<file path="config.mk">
export PLATFORM = sky130hd
export DESIGN_NAME = pwm_timer_chan
export DESIGN_NICKNAME = d
export VERILOG_FILES = /design/src/rtl/pwm_timer_pkg.sv /design/src/rtl/pwm_tick_gen.sv /design/src/rtl/pwm_down_counter.sv /design/src/rtl/pwm_timer_chan.sv
export SDC_FILE = /design/constraint.sdc
export NUM_CORES = 1
export LEC_CHECK = 0
export ABC_AREA = 1
export BUFFER_PORTS_ARGS = -buffer_cell sky130_fd_sc_hd__buf_2
export CORE_MARGIN = 4
export CORE_UTILIZATION = 55
export DETAILED_ROUTE_END_ITERATION = 6
export GPL_TIMING_DRIVEN = 0
export HOLD_SLACK_MARGIN = 0.02
export PLACE_DENSITY = 0.8
export SYNTH_ARGS = -nofsm -noshare
export SYNTH_HDL_FRONTEND = slang
export SYNTH_HIERARCHICAL = 1
export SYNTH_SLANG_ARGS = --single-unit
</file>
<file path="constraint.sdc">
create_clock -name clk -period 6.12 [get_ports clk]
set_clock_uncertainty 0.15 [all_clocks]
set_input_delay 0 -clock clk [delete_from_list [all_inputs] [get_ports clk]]
set_output_delay 0 -clock clk [all_outputs]
set_load 0.01 [all_outputs]
</file>
<file path="src/rtl/pwm_timer_pkg.sv">
package pwm_timer_pkg;
  localparam logic [7:0] OFS_PRESC = 8'h00;
  localparam logic [7:0] OFS_DIVSEL = 8'h04;
  localparam logic [7:0] OFS_CTRL  = 8'h08;
  localparam logic [7:0] OFS_CBUF  = 8'h0C;
  localparam logic [7:0] OFS_MBUF  = 8'h10;
  localparam logic [7:0] OFS_OBS   = 8'h14;
  localparam logic [7:0] OFS_INT   = 8'h44;

  localparam int CTL_RUN  = 0;
  localparam int CTL_UPD  = 1;
  localparam int CTL_INV  = 2;
  localparam int CTL_AR   = 3;
  localparam int CTL_DZ   = 4;
  localparam int CTL_W    = 5;

  localparam int INT_EN_W = 5;
  localparam int INT_STAT = 5;
endpackage

</file>
<file path="src/rtl/pwm_tick_gen.sv">
module pwm_tick_gen #(
  parameter int PRE_W = 8,
  parameter int DIV_W = 4
) (
  input  logic             clk,
  input  logic             rst,
  input  logic             run,
  input  logic             restart,
  input  logic [PRE_W-1:0] pre_val,
  input  logic [DIV_W-1:0] div_sel,
  output logic             tick
);
  localparam int DCNT_W = (1 << DIV_W) - 1;

  logic [PRE_W-1:0]  pre_cnt;
  logic [DCNT_W-1:0] div_cnt;
  logic [DCNT_W-1:0] div_mask;
  logic              pre_hit;

  always_comb begin
    div_mask = (DCNT_W'(1) << div_sel) - DCNT_W'(1);
    pre_hit  = run && (pre_cnt == pre_val);
    tick     = pre_hit && ((div_cnt & div_mask) == div_mask);
  end

  always_ff @(posedge clk) begin
    if (rst || restart) begin
      pre_cnt <= '0;
      div_cnt <= '0;
    end else if (run) begin
      pre_cnt <= pre_hit ? '0 : pre_cnt + PRE_W'(1);
      if (pre_hit) div_cnt <= div_cnt + DCNT_W'(1);
    end
  end
endmodule

</file>
<file path="src/rtl/pwm_down_counter.sv">
module pwm_down_counter #(
  parameter int CW = 32
) (
  input  logic          clk,
  input  logic          rst,
  input  logic          load,
  input  logic          run,
  input  logic          tick,
  input  logic          auto_rl,
  input  logic          invert,
  input  logic [CW-1:0] cnt_buf,
  input  logic [CW-1:0] cmp_buf,
  output logic [CW-1:0] count,
  output logic          expire,
  output logic          tout
);
  logic [CW-1:0] cmp_act;

  assign expire = run && tick && (count == '0);

  always_ff @(posedge clk) begin
    if (rst) begin
      count   <= '0;
      cmp_act <= '0;
      tout    <= 1'b0;
    end else begin
      if (load) begin
        count   <= cnt_buf;
        cmp_act <= cmp_buf;
      end else if (expire) begin
        count <= auto_rl ? cnt_buf : '0;
      end else if (run && tick) begin
        count <= count - CW'(1);
      end
      tout <= invert ^ (run && (count <= cmp_act));
    end
  end
endmodule

</file>
<file path="src/rtl/pwm_timer_chan.sv">
module pwm_timer_chan
  import pwm_timer_pkg::*;
#(
  parameter int AW    = 8,
  parameter int DW    = 32,
  parameter int PRE_W = 8,
  parameter int DIV_W = 4
) (
  input  logic          clk,
  input  logic          rst,
  input  logic          bus_wr,
  input  logic          bus_rd,
  input  logic [AW-1:0] bus_addr,
  input  logic [DW-1:0] bus_wdata,
  output logic [DW-1:0] bus_rdata,
  output logic          irq,
  output logic          tout
);
  logic [PRE_W-1:0]    presc_q;
  logic [DIV_W-1:0]    divsel_q;
  logic [CTL_W-1:0]    ctrl_q;
  logic [DW-1:0]       cbuf_q;
  logic [DW-1:0]       mbuf_q;
  logic [INT_EN_W-1:0] ien_q;
  logic                stat_q;
  logic                stat_d;
  logic                tick_w;
  logic                expire_w;
  logic                run_w;
  logic [DW-1:0]       count_w;
  logic                wr_ctrl, wr_int, stop_w;

  assign run_w   = ctrl_q[CTL_RUN] && !ctrl_q[CTL_UPD];
  assign wr_ctrl = bus_wr && (bus_addr == AW'(OFS_CTRL));
  assign wr_int  = bus_wr && (bus_addr == AW'(OFS_INT));
  assign stop_w  = expire_w && !ctrl_q[CTL_AR];

  pwm_tick_gen #(.PRE_W(PRE_W), .DIV_W(DIV_W)) u_tick (
    .clk(clk), .rst(rst), .run(run_w), .restart(ctrl_q[CTL_UPD]),
    .pre_val(presc_q), .div_sel(divsel_q), .tick(tick_w)
  );

  pwm_down_counter #(.CW(DW)) u_cnt (
    .clk(clk), .rst(rst), .load(ctrl_q[CTL_UPD]), .run(run_w), .tick(tick_w),
    .auto_rl(ctrl_q[CTL_AR]), .invert(ctrl_q[CTL_INV]),
    .cnt_buf(cbuf_q), .cmp_buf(mbuf_q),
    .count(count_w), .expire(expire_w), .tout(tout)
  );

  always_comb begin
    stat_d = stat_q;
    if (wr_int && bus_wdata[INT_STAT]) stat_d = 1'b0;
    if (expire_w) stat_d = 1'b1;
  end

  always_ff @(posedge clk) begin
    if (rst) begin
      presc_q  <= '0;
      divsel_q <= '0;
      ctrl_q   <= '0;
      cbuf_q   <= '0;
      mbuf_q   <= '0;
      ien_q    <= '0;
      stat_q   <= 1'b0;
      irq      <= 1'b0;
    end else begin
      if (bus_wr && bus_addr == AW'(OFS_PRESC))  presc_q  <= bus_wdata[PRE_W-1:0];
      if (bus_wr && bus_addr == AW'(OFS_DIVSEL)) divsel_q <= bus_wdata[DIV_W-1:0];
      if (bus_wr && bus_addr == AW'(OFS_CBUF))   cbuf_q   <= bus_wdata;
      if (bus_wr && bus_addr == AW'(OFS_MBUF))   mbuf_q   <= bus_wdata;
      if (wr_ctrl)      ctrl_q <= bus_wdata[CTL_W-1:0];
      else if (stop_w)  ctrl_q[CTL_RUN] <= 1'b0;
      if (wr_int) ien_q <= bus_wdata[INT_EN_W-1:0];
      stat_q <= stat_d;
      irq    <= stat_d && (wr_int ? bus_wdata[0] : ien_q[0]);
    end
  end

  always_ff @(posedge clk) begin
    if (rst) begin
      bus_rdata <= '0;
    end else if (bus_rd) begin
      case (bus_addr)
        AW'(OFS_PRESC):  bus_rdata <= DW'(presc_q);
        AW'(OFS_DIVSEL): bus_rdata <= DW'(divsel_q);
        AW'(OFS_CTRL):   bus_rdata <= DW'(ctrl_q);
        AW'(OFS_CBUF):   bus_rdata <= cbuf_q;
        AW'(OFS_MBUF):   bus_rdata <= mbuf_q;
        AW'(OFS_OBS):    bus_rdata <= count_w;
        AW'(OFS_INT):    bus_rdata <= DW'({stat_q, ien_q});
        default:         bus_rdata <= '0;
      endcase
    end
  end
endmodule

</file>
==> results of run 1 <==
## sequential cells by signal, indices dropped and copies added, names as in the netlist
register        count
u_cnt/cmp_act      32
irq                 1
presc_q             8
stat_q              1
u_tick/pre_cnt      8
mbuf_q             32
u_cnt/tout          1
cbuf_q             32
bus_rdata          32
u_cnt/count        32
ien_q               5
ctrl_q              5
u_tick/div_cnt     15
divsel_q            4
## where the power goes
part | switching [mW] | internal, mW
registers | 0.00156 | 1.36
logic | 0.0960 | 0.0491
clock network | 0.568 | 0.814
## per-stage QoR
| step | cells | hold WS, ns |
|---|---|---|
| 6_report | 2182 | 0.08787 |
| 5_1_grt | 2182 | 0.1447 |
| 4_1_cts | 2182 | 0.06986 |
| 3_5_place_dp | 2092 | 0.1238 |
| 3_3_place_gp | 2092 | 0.1215 |
| 2_1_floorplan | 1745 | -0.007275 |
## critical path: cells and delay by family (launching register included)
| kind | cells | cell delay [ns] |
|---|---|---|
| flip-flops | 1 | 0.33 |
| buffers and inverters | 8 | 1.72 |
| AO/OA/AOI/OAI | 1 | 0.14 |
| adder cells (fa/ha/maj) | 1 | 0.29 |
| AND/OR/NAND/NOR | 13 | 1.26 |
## Yosys cell counts, drive strengths merged
library cell / n / area, sq um
ha: 37 / 462.9
clkinv: 1 / 3.750
dfxtp: 208 / 4164
xor2: 16 / 140.1
clkbuf: 45 / 168.9
nand4: 14 / 87.58
nand2: 571 / 2238
nor3: 11 / 60.06
o21bai: 5 / 37.54
xnor2: 11 / 96.34
or2: 3 / 18.77
and2: 2 / 12.51
o21a: 1 / 7.510
a21o: 2 / 15.01
a21oi: 203 / 1042
inv: 147 / 551.8
buf: 33 / 235.2
nor2: 166 / 709.4
o21ai: 89 / 460.5
nor3b: 1 / 7.510
nand3b: 5 / 37.54
a211oi: 7 / 62.56
nor4: 2 / 12.51
a31oi: 7 / 43.79
o211ai: 1 / 7.510
nand3: 157 / 888.3
## cells in the final DEF, fill, tap and decap left out, types with 11 or more instances in the layout
cell type and n:
inv_2 14, nand3_1 138, nor2_1 147, nor2_2 13
nand2_2 32, xnor2_1 11, inv_1 133, clkbuf_1 54
nand2_1 537, a21oi_1 196, o21ai_0 85, nand4_1 14
nand3_2 18, dlygate4sd3_1 50, ha_1 37, buf_2 98
dfxtp_1 208, xor2_1 16, clkbuf_16 25
## final cells by class
class                   instances  area (sq um)  share of cell area (%)
multi-input cells            1311          6449                   47.64
flip-flops and latches        208          4164                   30.76
repair buffers                127         885.9                   6.544
clock buffers                  36         686.9                   5.074
inverters                     148         555.5                   4.104
plain buffers                  78         404.1                   2.985
well taps                     270         337.8                   2.496
clock inverters                 4         53.80                  0.3974
## cells by family after synthesis
logic type	share of synthesized area [%]
compound gates	14.49
xor+xnor	2.043
buf+inv	8.293
simple gates	35.19
fa+ha+maj	4.000
flops	35.98
## per-layer routing
metal | vias to the layer above | part of all wire [%]
met2 | 583 | 47
met5 | - | 0
met3 | 114 | 8.2
met1 | 5745 | 41
li1 | 5963 | -
met4 | 0 | 4.1
## worst max path at each step
stage / endpoint / slack (ns) / cells after the start
after floorplan: u_cnt/count[19]$_SDFFE_PP0P_ / 3.30 / 23
after global placement: u_cnt/count[19]$_SDFFE_PP0P_ / 2.35 / 23
after detailed placement: u_cnt/count[23]$_SDFFE_PP0P_ / 2.35 / 23
after CTS: u_cnt/count[23]$_SDFFE_PP0P_ / 2.30 / 23
after global routing: u_cnt/count[23]$_SDFFE_PP0P_ / 1.95 / 23
final: u_cnt/count[23]$_SDFFE_PP0P_ / 2.14 / 23
==> results.cfg, run 1 <==
[placement]
gp_congestion = 0.9878
dp_hpwl_um = 27450
place_area_sq_mm = 0.01230
port_buffers = 77
dp_slack_ns = 2.345

[critical_path]
r2r_end = u_cnt/count[23]$_SDFFE_PP0P_
path_cells = buf_2 > inv_1 > nand2_1 > inv_1 > nand3_1 > ha_1 > nor2_1 > a21oi_1 > nand2_1 > nor2_1 > nand2_1 > nor2_1 > nand3_1 > nor2_1 > nand2_1 > inv_1 > nor2_1 > inv_1 > clkbuf_1 > buf_1 > nand3_1 > nand3_1 > inv_1
cp.arrival_ns = 4.25
cpPeakStageDelay_ns = 0.55
crit_path_start = divsel_q[3]$_SDFFE_PP0P_
end_kind = flip-flop
r2r_start = divsel_q[3]$_SDFFE_PP0P_
critPathMaxFanout = 10
required_ns = 6.39
rrSetupSlack_ns = 2.14
reg2regPathDepth = 23
cp-start-kind = flip-flop
cpMaxStageDelayCell = buf_1
path_class = flip-flop to flip-flop

[clock_network]
cts_made_buffers = 24
cts_tree = yes
htree_levels = 1
postCtsHoldBufs = 50
clkTransAtPathRegs_ns = 0.06
cts_sinks = 208
cts-resized-gates = 0
post_cts_buffers = 0
cts_root_buffer = clkbuf_16
clkLatencyLatePin_ns = 0.52
clockBufferDepth = 3

[logic_synthesis]
synth_cell_types = 45
synth-seq-cells = 208
syn_avg_cell_area_sq_um = 6.632
synthesis.nets = 1826
synth_cells = 1745
yosysSeqAreaShare_pct = 35.98
synth-warning-count = 6
syn_area_sq_mm = 0.01157

[outcome]
status = finished clean

[sta]
tightest_slew_ns = 0.7773
fmax_ghz = 0.2512
relSlewSlack_pct = 47.99
setup_viol = 0
period_share_pct = 65.06
setup-tns-final_ns = 0
rsz0062_at_grt = no
final_hold_viol_count = 0
fin_ws_ns = 2.139
slew_viol_final = 0
post-route-min-period_ns = 3.981

[grt]
grt_pass1_wl_um = 59770
grt_max_degree = 13
overflow = 0
grtUsageMet1_pct = 41.16
met2_usage_pct = 52.12
track_usage_pct = 31.13
antenna_found_initial = 0
busiest_layer = met2
grt_pass1_vias = 11550
grt_util_met3_pct = 3.675

[layout]
final_core_util_pct = 66.05
area_growth_pct = 16.97
drive_above_1_share_pct = 12.55
num-fill-cells = 1870
num_antenna_cells = 0
nNetsFinal = 1979
design_area_sq_mm = 0.01354

[power_and_ir_drop]
power.total_mw = 2.884
ir_drop_mv = 0.2415
p_leak_nw = 5.931
pwr_density_cell_mw_per_mm2 = 213.1

[detailed_routing]
wl_um = 38050
ant_nets = 0
dr.pass1.iters = 6
vias = 12410
viasPerCell = 5.685
routedWlPerCell_um = 17.44
drc = 0
drt_iter0_markers = 1284

[die]
die-area_sq_mm = 0.02343
num_rows = 52
initial_core_util_pct = 56.47
fp.dieH_um = 153.1
die_width_um = 153.1
io_pins = 78
core_region_area_sq_mm = 0.02049

[flow_run]
drv_cap = 0

[worst_hold_path]
min_from = bus_addr[2]
hold_path_end = bus_rdata[0]$_SDFFE_PP0P_
min_path_cells = 9
hold_path_class = input pin to flip-flop
(Power assumes the default switching activity.)
==> run 2, diff against run 1 <==
==> constraint.sdc (replaced) <==
create_clock -name clk -period 4.1 [get_ports clk]
set_clock_uncertainty 0.15 [all_clocks]
set_input_delay 0 -clock clk [delete_from_list [all_inputs] [get_ports clk]]
set_output_delay 0 -clock clk [all_outputs]
set_load 0.01 [all_outputs]
==> results.cfg, run 2 (same netlist as run 1, synthesis figures left out) <==
[outcome]
status = finished clean

[grt]
grt_pass1_wl_um = 59770
grt_max_degree = 13
track_usage_pct = 31.13
grt_pass1_vias = 11550
antenna_found_initial = 0
overflow = 0

[layout]
area_growth_pct = 16.99
layout_commonest_cell = nand2_1
nNetsFinal = 1979
mostFrequentLayoutCells = nand2_1, dfxtp_1, a21oi_1
num_antenna_cells = 0
drive_above_1_share_pct = 12.60

[critical_path]
path_cells = buf_2 > inv_1 > nand2_1 > inv_1 > nand3_1 > ha_1 > nor2_1 > a21oi_1 > nand2_1 > nor2_1 > nand2_1 > nor2_1 > nand3_1 > nor2_1 > nand2_1 > inv_1 > nor2_1 > inv_1 > clkbuf_1 > clkbuf_2 > nand3_1 > nand3_1 > inv_1
cpPeakStageDelay_ns = 0.46
cp-start-kind = flip-flop
end_kind = flip-flop
rrSetupSlack_ns = 0.33
path_class = flip-flop to flip-flop
cp.arrival_ns = 4.04
r2r_start = divsel_q[3]$_SDFFE_PP0P_
cpMaxStageDelayCell = clkbuf_1
crit_path_start = divsel_q[3]$_SDFFE_PP0P_
required_ns = 4.37
critPathMaxFanout = 10

[sta]
relSlewSlack_pct = 46.42
fin_ws_ns = 0.3324
rsz0062_at_grt = no
setup_viol = 0
slew_viol_final = 0
period_share_pct = 91.89
tightest_slew_ns = 0.8008
post-route-min-period_ns = 3.768
setup-tns-final_ns = 0
fmax_ghz = 0.2654
final_hold_viol_count = 0

[clock_network]
clockBufferDepth = 3
cts_tree = yes
htree_levels = 1
cts_root_buffer = clkbuf_16
clkLatencyLatePin_ns = 0.52
cts_made_buffers = 24
clkTransAtPathRegs_ns = 0.06
cts_sinks = 208

[power_and_ir_drop]
p_leak_nw = 5.934
ir_drop_mv = 0.3602
pwr_density_cell_mw_per_mm2 = 318.1

[placement]
gp_congestion = 0.9878
dp_slack_ns = 0.3252
dp_hpwl_um = 27450
port_buffers = 77

[die]
fp.dieH_um = 153.1
num_rows = 52
io_pins = 78
die-area_sq_mm = 0.02343
die_width_um = 153.1
core_region_area_sq_mm = 0.02049
initial_core_util_pct = 56.47

[detailed_routing]
dr.pass1.iters = 5
wl_um = 38170
drt_iter0_markers = 1180
drc = 0
ant_nets = 0
viasPerCell = 5.682
vias = 12400
routedWlPerCell_um = 17.49

[worst_hold_path]
min_from = bus_addr[2]
hold_path_class = input pin to flip-flop

[flow_run]
drv_cap = 0
==> run 2: worst max-delay path: cells and delay by family, from the launching register on <==
kind / cells / cell delay (ns)
buffers and inverters: 8 / 1.55
AOI/OAI and AO/OA: 1 / 0.14
and+or+nand+nor: 13 / 1.21
adders and majority gates: 1 / 0.29
DFF: 1 / 0.33
==> run 2: power by group <==
group | switching, mW | internal (mW) | total, mW
combinational | 0.143 | 0.0733 | 0.216
sequential | 0.00234 | 2.02 | 2.03
clock | 0.850 | 1.21 | 2.07
total | 0.996 | 3.31 | 4.31
==> run 2: final cells by class <==
type	count	area (sq um)
Buffer	78	405.4
Multi-Input combinational cell	1311	6449
Clock inverter	4	53.80
Fill cell	1871	6957
Inverter	148	555.5
Sequential cell	208	4164
Tap cell	270	337.8
Timing Repair Buffer	127	885.9
Clock buffer	36	686.9
==> run 2: path summary, 6_finish.rpt <==
check,cells past startpoint,to
max,23,u_cnt/count[23]$_SDFFE_PP0P_
min,9,bus_rdata[0]$_SDFFE_PP0P_
max reg2reg,23,u_cnt/count[23]$_SDFFE_PP0P_
min reg2reg,2,bus_rdata[8]$_SDFFE_PP0P_
==> run 2: what timing repair did <==
item	4_1_cts	5_1_grt
hold buffers	50	0
buffers inserted	0	0
hold endpoints to repair	124	0
setup endpoints to repair	0	3
resized for setup	0	1
==> run 2: stage by stage <==
stage / util (%) / std cells / area, sq um / power (mW) / hold WS, ns
2_1_floorplan: - / 1745 / 11570 / 2.161 / -0.007275
3_3_place_gp: 59.99 / 2092 / 12300 / 2.244 / 0.1215
3_5_place_dp: 59.99 / 2092 / 12300 / 2.246 / 0.1238
4_1_cts: 66.05 / 2182 / 13540 / 4.318 / 0.06986
5_1_grt: 66.06 / 2182 / 13540 / 4.420 / 0.1447
6_report: 66.06 / 2182 / 13540 / 4.307 / 0.08565
==> run 2: metal layers <==
| layer | GRT usage, % | vias up | wire, um |
|---|---|---|---|
| met1 | 41.16 | 5758 | 15690 |
| met3 | 3.675 | 114 | 3054 |
| li1 | - | 5964 | - |
| met5 | 0 | - | 0 |
| met4 | 12.18 | 0 | 1593 |
| met2 | 52.12 | 562 | 17830 |
==> run 3, diff against run 2 <==
--- a/config.mk
+++ b/config.mk
@@ -12,7 +12,7 @@
 export DETAILED_ROUTE_END_ITERATION = 6
 export GPL_TIMING_DRIVEN = 0
 export HOLD_SLACK_MARGIN = 0.02
-export PLACE_DENSITY = 0.8
+export PLACE_DENSITY = 0.77
 export SYNTH_ARGS = -nofsm -noshare
 export SYNTH_HDL_FRONTEND = slang
 export SYNTH_HIERARCHICAL = 1
==> results.cfg, run 3 (same netlist as run 1, synthesis figures left out) <==
[critical_path]
critPathMaxFanout = 10
cp.arrival_ns = 4.09
required_ns = 4.41
path_class = flip-flop to flip-flop
cp-start-kind = flip-flop
end_kind = flip-flop

[die]
initial_core_util_pct = 56.47
fp.dieH_um = 153.1
die_width_um = 153.1
io_pins = 78
num_rows = 52
core_region_area_sq_mm = 0.02049
die-area_sq_mm = 0.02343

[flow_run]
drv_cap = 0

[sta]
post-route-min-period_ns = 3.776
hold_slack_ns = 0.03573
setup_viol = 0
relSlewSlack_pct = 45.00
setup-tns-final_ns = 0
fin_ws_ns = 0.3237
fmax_ghz = 0.2648
slew_viol_final = 0
period_share_pct = 92.11
final_hold_viol_count = 0
tightest_slew_ns = 0.8220
rsz0062_at_grt = no

[power_and_ir_drop]
pwr_density_cell_mw_per_mm2 = 333.0
power.internal_mw = 3.514
swShare_pct = 22.50
power.total_mw = 4.534
ir_drop_mv = 0.3596
p_leak_nw = 5.994
clock_power_share_pct = 50.6
switchingPower_mw = 1.020
power_frac_seq_pct = 44.7
share_comb_of_total_power_pct = 4.8

[clock_network]
clkTransAtPathRegs_ns = 0.06
post_cts_buffers = 0
clockBufferDepth = 3
cts_made_buffers = 24
cts_tree = yes
htree_levels = 1
cts_sinks = 208
clkLatencyLatePin_ns = 0.53
cts_root_buffer = clkbuf_16

[layout]
nNetsFinal = 1976
mostFrequentLayoutCells = nand2_1, dfxtp_1, a21oi_1
area_growth_pct = 17.65
num_antenna_cells = 0
num-fill-cells = 1872
layout_commonest_cell = nand2_1
instances_no_fill = 2179
drive_above_1_share_pct = 13.04
design_area_sq_mm = 0.01361
final_core_util_pct = 66.43

[detailed_routing]
routedWlPerCell_um = 17.72
drt_iter0_markers = 1225
dr.pass1.iters = 6
wl_um = 38610
ant_nets = 0
drc = 0
vias = 12300
viasPerCell = 5.646

[placement]
placedCellCount = 2092
dp_hpwl_um = 28000
port_buffers = 77
gp_congestion = 0.9886
place_area_sq_mm = 0.01230
dp_slack_ns = 0.2131

[grt]
overflow = 0
grt_pass1_vias = 11550
grt_pass1_wl_um = 60510
grt_max_degree = 13
track_usage_pct = 31.59
antenna_found_initial = 0

[worst_hold_path]
hold_path_class = input pin to flip-flop

[outcome]
status = finished clean
run 3: cell type report:
cell class                 instances  area [sq um]  area share [%]
multi-input combinational       1311          6454           47.40
sequential                       208          4164           30.59
timing repair buffer             124         855.8           6.286
clock buffer                      34         729.5           5.358
inverter                         148         555.5           4.081
buffer                            78         406.6           2.987
tap                              270         337.8           2.481
clock inverter                     6         111.4          0.8179
run 3: worst max-delay path, stage by stage (launching register included):
cell and delay, ns:
dfxtp_1 0.36, buf_2 0.21, inv_1 0.07, nand2_1 0.12
inv_1 0.09, nand2_1 0.09, ha_1 0.30, inv_1 0.09
a21oi_1 0.13, o21ai_0 0.09, nand3_1 0.10, nor2_1 0.05
nand2_1 0.05, inv_1 0.11, nor2_1 0.65, inv_1 0.19
clkbuf_2 0.26, clkbuf_2 0.30, nand3_1 0.15, nand3_1 0.08
inv_1 0.06
run 3: worst paths after layout:
kind                            slack, ns                           end                       start  depth (start not counted)
worst max-delay path                 0.32  u_cnt/count[16]$_SDFFE_PP0P_    divsel_q[3]$_SDFFE_PP0P_                         20
worst min-delay path                 0.04       presc_q[0]$_SDFFE_PP0P_                 bus_addr[7]                          7
worst max register to register       0.32  u_cnt/count[16]$_SDFFE_PP0P_    divsel_q[3]$_SDFFE_PP0P_                         20
worst min register to register       0.31    bus_rdata[14]$_SDFFE_PP0P_  bus_rdata[14]$_SDFFE_PP0P_                          2
run 3: power groups by stage:
stage | Clock [mW] | Sequential [mW] | Combinational, mW
3_5_place_dp | 0 | 2.07 | 0.175
4_1_cts | 2.31 | 2.03 | 0.208
6_report | 2.29 | 2.03 | 0.216
5_1_grt | 2.40 | 2.02 | 0.230
2_1_floorplan | 0 | 2.07 | 0.0920
3_3_place_gp | 0 | 2.07 | 0.173
run 3: metal layers:
metal | wire length (um) | vias to the layer above | global-route usage [%]
met3 | 3475 | 111 | 5.344
met5 | 0 | - | 0
met1 | 15710 | 5656 | 40.41
li1 | - | 5959 | -
met4 | 1560 | 0 | 13.07
met2 | 17860 | 576 | 52.96
run 3: what timing repair did:
action                                 CTS  global route
setup endpoints to repair                0            11
resized for setup                        0             4
endpoints found under the hold margin  136             0
hold buffers                            47             0
